## src/rtl/rxg_pkg.sv

```systemverilog
// Package for the receive frame filter: flag positions in the
// descriptor status word, and which enable gates each condition.
// Assumes the flag order below is fixed, since descriptor software decodes it.
package rxg_pkg;

    localparam int NFLAG     = 6;
    localparam int BIT_CTRL  = 0;
    localparam int BIT_OVR   = 1;
    localparam int BIT_CODE  = 2;
    localparam int BIT_ALIGN = 3;
    localparam int BIT_CRC   = 4;
    localparam int BIT_NOHIT = 5;

    // Which configuration enable, if any, lets a condition pass.
    typedef enum logic [1:0] {
        GATE_NONE = 2'd0,
        GATE_CTRL = 2'd1,
        GATE_ERR  = 2'd2,
        GATE_COPY = 2'd3
    } gate_e;

    // Maps a status-bit position to the enable that governs it.
    function automatic gate_e gate_of(input int idx);
        gate_e g;
        case (idx)
            BIT_CTRL:  g = GATE_CTRL;
            BIT_CODE:  g = GATE_ERR;
            BIT_ALIGN: g = GATE_ERR;
            BIT_CRC:   g = GATE_ERR;
            BIT_NOHIT: g = GATE_COPY;
            default:   g = GATE_NONE;
        endcase
        return g;
    endfunction

endpackage

```

## src/rtl/rxg_cond_map.sv

```systemverilog
// Assembles the per-frame condition vector in status-word bit order.
// Assumes every input is qualified by the end-of-frame strobe elsewhere.
module rxg_cond_map
    import rxg_pkg::*;
#(
    parameter int W = NFLAG
) (
    input  logic         ctrl_frm,
    input  logic         overrun,
    input  logic         code_err,
    input  logic         align_err,
    input  logic         crc_err,
    input  logic         addr_hit,
    output logic [W-1:0] cond
);

    // Place each condition at its status bit; an address miss is active-high.
    always_comb begin
        cond            = '0;
        cond[BIT_CTRL]  = ctrl_frm;
        cond[BIT_OVR]   = overrun;
        cond[BIT_CODE]  = code_err;
        cond[BIT_ALIGN] = align_err;
        cond[BIT_CRC]   = crc_err;
        cond[BIT_NOHIT] = ~addr_hit;
    end

endmodule

```

## src/rtl/rxg_permit.sv

```systemverilog
// Marks each present condition whose enable is clear as blocking the frame.
// Assumes the enables are those present in the end-of-frame cycle.
module rxg_permit
    import rxg_pkg::*;
#(
    parameter int W = NFLAG
) (
    input  logic [W-1:0] cond,
    input  logic         pass_ctrl,
    input  logic         pass_err,
    input  logic         copy_all,
    output logic [W-1:0] blocked
);

    // The enable that governs each bit; an ungated bit never blocks.
    logic [W-1:0] allow;

    for (genvar i = 0; i < W; i++) begin : g_flag
        localparam gate_e GATE = gate_of(i);
        if (GATE == GATE_CTRL) begin : g_ctrl
            assign allow[i] = pass_ctrl;
        end else if (GATE == GATE_ERR) begin : g_err
            assign allow[i] = pass_err;
        end else if (GATE == GATE_COPY) begin : g_copy
            assign allow[i] = copy_all;
        end else begin : g_free
            assign allow[i] = 1'b1;
        end
        // A condition blocks the frame only if it is present and not allowed.
        assign blocked[i] = cond[i] & ~allow[i];
    end

endmodule

```

## src/rtl/rxg_verdict.sv

```systemverilog
// Final keep decision: keep if nothing blocks, or the frame was overrun-aborted.
// Assumes the overrun bit position is given by the package.
module rxg_verdict
    import rxg_pkg::*;
#(
    parameter int W = NFLAG
) (
    input  logic [W-1:0] cond,
    input  logic [W-1:0] blocked,
    output logic         keep
);

    // An overrun forces delivery so that software can reclaim its buffers.
    always_comb begin
        keep = ~(|blocked) | cond[BIT_OVR];
    end

endmodule

```

## src/rtl/rxg_out_reg.sv

```systemverilog
// Registers the verdict and the status word one clock after the strobe.
// Assumes a synchronous active-low reset; the status is cleared unless kept.
module rxg_out_reg #(
    parameter int W = 6
) (
    input  logic         clk,
    input  logic         rst_n,
    input  logic         eof,
    input  logic         keep_d,
    input  logic [W-1:0] cond,
    output logic         keep_q,
    output logic         drop_q,
    output logic [W-1:0] status_q
);

    // Capture the verdict pulses and the flags of a kept frame.
    always_ff @(posedge clk) begin
        if (!rst_n) begin
            keep_q   <= 1'b0;
            drop_q   <= 1'b0;
            status_q <= '0;
        end else begin
            keep_q   <= eof & keep_d;
            drop_q   <= eof & ~keep_d;
            status_q <= (eof & keep_d) ? cond : '0;
        end
    end

endmodule

```

## src/rtl/rx_frame_gate.sv

```systemverilog
// Top level of the receive frame filter and status tagger. At each end-of-frame
// strobe it decides whether to keep or drop the frame and builds the descriptor status.
// Assumes the frame inputs and enables are valid in the strobe cycle only.
module rx_frame_gate
    import rxg_pkg::*;
(
    input  logic             clk,
    input  logic             rst_n,
    input  logic             eof_i,
    input  logic             ctrl_frm_i,
    input  logic             overrun_i,
    input  logic             code_err_i,
    input  logic             align_err_i,
    input  logic             crc_err_i,
    input  logic             addr_hit_i,
    input  logic             pass_ctrl_en_i,
    input  logic             pass_err_en_i,
    input  logic             copy_all_en_i,
    output logic             keep_o,
    output logic             drop_o,
    output logic [NFLAG-1:0] status_o
);

    logic [NFLAG-1:0] cond;
    logic [NFLAG-1:0] blocked;
    logic             keep_d;

    rxg_cond_map #(.W(NFLAG)) u_map (
        .ctrl_frm  (ctrl_frm_i),
        .overrun   (overrun_i),
        .code_err  (code_err_i),
        .align_err (align_err_i),
        .crc_err   (crc_err_i),
        .addr_hit  (addr_hit_i),
        .cond      (cond)
    );

    rxg_permit #(.W(NFLAG)) u_permit (
        .cond      (cond),
        .pass_ctrl (pass_ctrl_en_i),
        .pass_err  (pass_err_en_i),
        .copy_all  (copy_all_en_i),
        .blocked   (blocked)
    );

    rxg_verdict #(.W(NFLAG)) u_verdict (
        .cond    (cond),
        .blocked (blocked),
        .keep    (keep_d)
    );

    rxg_out_reg #(.W(NFLAG)) u_out (
        .clk      (clk),
        .rst_n    (rst_n),
        .eof      (eof_i),
        .keep_d   (keep_d),
        .cond     (cond),
        .keep_q   (keep_o),
        .drop_q   (drop_o),
        .status_q (status_o)
    );

endmodule

```

## config.mk

```make
export PLATFORM = sky130hd
export DESIGN_NAME = rx_frame_gate
export DESIGN_NICKNAME = d
export VERILOG_FILES = /design/src/rtl/rxg_pkg.sv /design/src/rtl/rxg_cond_map.sv /design/src/rtl/rxg_permit.sv /design/src/rtl/rxg_verdict.sv /design/src/rtl/rxg_out_reg.sv /design/src/rtl/rx_frame_gate.sv
export SDC_FILE = /design/constraint.sdc
export NUM_CORES = 1
export LEC_CHECK = 0
export ABC_AREA = 1
export CAP_MARGIN = 40
export CORE_AREA = 3 3 40 42
export DETAILED_ROUTE_END_ITERATION = 8
export DIE_AREA = 0 0 43 45
export DONT_BUFFER_PORTS = 1
export SLEW_MARGIN = 20
export SYNTH_ARGS = -nofsm -noshare
export SYNTH_HDL_FRONTEND = slang
export SYNTH_SLANG_ARGS = --single-unit
```

## constraint.sdc

```tcl
create_clock -name clk -period 0.8 [get_ports clk]
set_clock_uncertainty 0.1 [all_clocks]
set_input_delay 0.04 -clock clk [delete_from_list [all_inputs] [get_ports clk]]
set_output_delay 0.04 -clock clk [all_outputs]
set_load 0.05 [all_outputs]
```

# Word-level counts from Yosys, hierarchy flattened
# Cells that the tools add are included.
dict set report totals {
  regBits 8
  out_inout_bits 8
}
dict set report classes {
  n_reduce_logical 2
  n_bitwise 14
}
# operator n
set op_table {}
lappend op_table {{$and 1x1->1} 7}
lappend op_table {{$not 1->1} 6}
lappend op_table {{$reduce_or 5->1} 1}
lappend op_table {{$reduce_and 2->1} 1}
lappend op_table {{$or 1x1->1} 1}

# Longest topological paths before layout
dict set report depth {
  ltp_word 7
  mapped_depth 7
  mapped_depth_nobuf 7
}

# By module
# A second synthesis with hierarchy kept.
dict set report unflattened {
  hier_cells 48
  area_unflattened_um2 340.3
}
# mod area_per_inst_um2 n_inst seq_area_each_um2 cells_per_inst
set modules_own_cells {}
lappend modules_own_cells {rxg_out_reg 226.5 1 160.2 24}
lappend modules_own_cells {rxg_permit 48.8 1 0.0 12}
lappend modules_own_cells {rxg_cond_map 41.3 1 0.0 6}
lappend modules_own_cells {rxg_verdict 23.8 1 0.0 6}

# Least setup slack after synthesis
# OpenSTA, ideal clock, no wires.
dict set report synth_timing {
  kind {register to output}
  startpoint {register u_out.drop_q}
  endpoint {output port drop_o}
  path_stages_with_launch 1
  slack_ns 0.073
  t_arrival_ns 0.587
  path_cell_list {dfxtp_1}
}
# element line
set synth_lines {}
lappend synth_lines {{start, declared} rxg_out_reg.sv:12} ;# output logic drop_q,
lappend synth_lines {{start signal, assigned} rxg_out_reg.sv:24} ;# drop_q <= eof & ~keep_d;
lappend synth_lines {{end, declared} rx_frame_gate.sv:20} ;# output logic drop_o,
# No word-level cell between the ends.

# Worst setup path in the final report
dict set report layout_timing {
  startpoint {register u_out.drop_q}
  endpoint {output port drop_o}
}
# No word-level cell between the ends.

==> impl_summary.md <==
Placed design
During placement, the flow inserted port buffers numbering 0. The placed instance count is 56. The routability congestion estimate is 0.583. The total placed instance area is 455 um^2.

Hold path
The number of cells traversed by the worst hold path is 4. The path with the worst hold slack has its endpoint at u_out.keep_q. The worst min-delay path class is in -> reg. The startpoint identified for the worst hold timing path is eof_i.

Synthesis
In the post-synthesis netlist, the biggest area contributors are dfxtp_1 58%, nor2_2 11%, inv_1 11%, nor2_1 8.1%, nand2_1 5.4%. The biggest area consumer among synthesized cells is dfxtp_1. The post-synthesis net count is 45.

A synthesized cell averages 8.38 um^2. Yosys mapped the design onto 7 distinct sky130hd cell types. After technology mapping, the gate count stands at 33. After synthesis the cells add up to 277 um^2. The top cell type by area accounts for 57.9% of the synthesized area. The portion of the post-synthesis area used by sequential elements is 57.9%. Counting flops and latches in the post-synthesis netlist gives 8. The number of warnings printed during yosys synthesis is 0.

Timing
The worst pin sits at a relative slew slack of 92.6%. In the post-route analysis, the smallest setup slack over all paths is -0.0667 ns. The final number of setup-violating endpoints is 14.

Subtracting the final worst setup slack from the clock period gives 0.867 ns. Setup repair after global routing could not meet its margin everywhere. At the pin with the least slew margin, the transition time is 0.110 ns. The total count of hold-check failures in the final report came to 6. Based on the critical path, the design can be clocked at up to 1.15 GHz.

The final hold slack is -0.00547 ns. Dividing the final minimum period by the clock period gives 108%. The final number of max-transition violations was 0.

Worst setup path
The highest fanout seen on the critical path is 1. For the worst setup path, the data required time is 0.66 ns. The signal on the critical path passes through buf_12. Data on the critical path arrives at its endpoint at 0.73 ns. The worst setup path is captured at an output pin.

The kind of cell with the highest combined delay on the critical path is flip-flops. The maximum single-stage delay on the critical path is 0.34 ns. The worst setup path is launched from a flop. The startpoint-to-endpoint class of the critical path is reg -> out. The number of buffers and inverters on the critical path is 1. For this design, the slowest cell found on the critical path is dfxtp_2.

Floorplanning
The die is 43 um wide. The starting density of the core is 21.5%. In this run the vertical extent of the chip is 45 um.

The core region area is 1280 um^2. The row count is 13. Pin placement for this block handled 20 I/O pins. The floorplan die area is 1940 um^2.

Global route
The initial antenna violation count came to 0. Summed over all layers, the global routing overflow is 0. The total global-route track usage is 7.44%. The via count of the first global-routing pass is 243.

The maximum number of pins on one net before global-route repair is 7. The first-pass GRT wire length is 986 um.

Layout
The area growth from synthesis to layout is 102%. The multi-input combinational cells in the finished layout cover a total of 86.3 um^2. After routing the design area is 558 um^2. Of the cells placed in the final design, the portion with a size suffix greater than 1 is 51.0%. For this run, the post-layout net count is 65.

The count of placed standard cells in the final layout, fillers left out is 66. After filler insertion, the fill cell instance count of the layout stands at 122. The sequential cells in the finished layout cover a total of 170 um^2. The number of diodes added for antenna fixing is 0.

Routing
The iteration-0 DRC count of the detailed router is 3. Using the TritonRoute via totals, the vias-per-cell ratio works out to 3.82. The number of design rule violations left after detail routing is 0. Wires add up to 612 um. In the final routed layout, each cell accounts on average for 9.27 um.

The routed via count is 252. The remaining number of nets flagged by the antenna check after routing is 0. The pre-antenna-repair detailed-routing pass consisted of 4 iterations.

Run status
The checks that failed: hold timing, setup timing. The flow ran to the end, but the final reports show violations.

Clock tree
The clock slew seen by the registers of the worst setup and hold paths is 0.05 ns. The clock drives 8 sinks. The tree is rooted in a clkbuf_4. The TritonCTS clock tree is built.

Buffers inserted during clock tree synthesis total 3. Counting along the longest clock path gives a buffer depth of 2. The total number of H-tree levels is 1.

Flow run
The number of max-cap violations is 0.

Power and ir drop
In this run the static leakage power is 0.266 nW. The worst-case IR drop observed on VDD is 624 uV. The power per cell area is 1650 nW/um^2.
==> state kept, by name (all words and copies together), names as in the netlist <==
| name | cells |
|---|---|
| u_out.status_q | 6 |
| u_out.keep_q | 1 |
| u_out.drop_q | 1 |
==> power breakdown <==
part / internal, mW / switching, mW / leakage [nW]
combinational: 0.0969 / 0.0974 / 0.184
sequential: 0.418 / 0.0125 / 0.0688
clock: 0.171 / 0.127 / 0.0138
==> per-layer routing <==
metal,share of wire (%),vias to the layer above,GRT usage [%]
li1,-,127,-
met3,5.4,2,2.39
met2,60,12,14.4
met5,0,-,0
met4,2.5,0,7.23
met1,32,111,5.61
==> metrics by stage <==
step	setup WS, ns	setup TNS, ns	power, mW	utilization [%]
2_1_floorplan	0.0727	0	0.524	-
3_3_place_gp	0.0773	0	0.601	35.4
3_5_place_dp	0.0399	0	0.603	35.4
4_1_cts	-0.0826	-0.658	0.935	43.4
5_1_grt	-0.0990	-1.20	0.965	43.4
6_report	-0.0667	-0.669	0.923	43.4
==> how the worst max path moves through the flow <==
stage	start	to	slack [ns]	cells after the start
after CTS	u_out.drop_q	drop_o	-0.08	1
after global routing	overrun_i	u_out.keep_q	-0.1	5
after detailed placement	ctrl_frm_i	u_out.status_q[0]	0.04	7
after global placement	ctrl_frm_i	u_out.status_q[5]	0.08	7
after floorplan	u_out.drop_q	drop_o	0.07	0
final	u_out.drop_q	drop_o	-0.07	1
==> layout by cell type, fill, tap and decap left out, drive strengths merged <==
| cell | n |
|---|---|
| dlygate4sd3 | 7 |
| buf | 8 |
| inv | 8 |
| nand2 | 6 |
| clkbuf | 3 |
| dfxtp | 8 |
| nor2 | 11 |
==> timing repair <==
action                                  4_1_cts  5_1_grt
endpoints found under the setup margin        8       15
cloned                                        0        0
buffers inserted                              0        0
hold buffers                                  7        1
endpoints found under the hold margin         8        2
resized for setup                             8        0
==> kinds of logic (layout without fill, tap and decap cells) <==
logic type             after synthesis  after routing  synth area share, %
AND/OR/NAND/NOR                     17             17                 31.2
flip-flops                           8              8                 57.9
buffers and inverters                8             26                 10.9
==> Yosys cell counts, drive strengths merged <==
library cell   n
nor2          11
dfxtp          8
inv            8
nand2          6
==> final cells by class <==
type | instances | share of cell area (%)
Timing Repair Buffer | 15 | 41.3
Sequential cell | 8 | 30.5
Multi-Input combinational cell | 17 | 15.5
Inverter | 8 | 5.38
Clock buffer | 3 | 4.04
Tap cell | 15 | 3.36
Note: power is estimated with default switching activity, not from simulation.
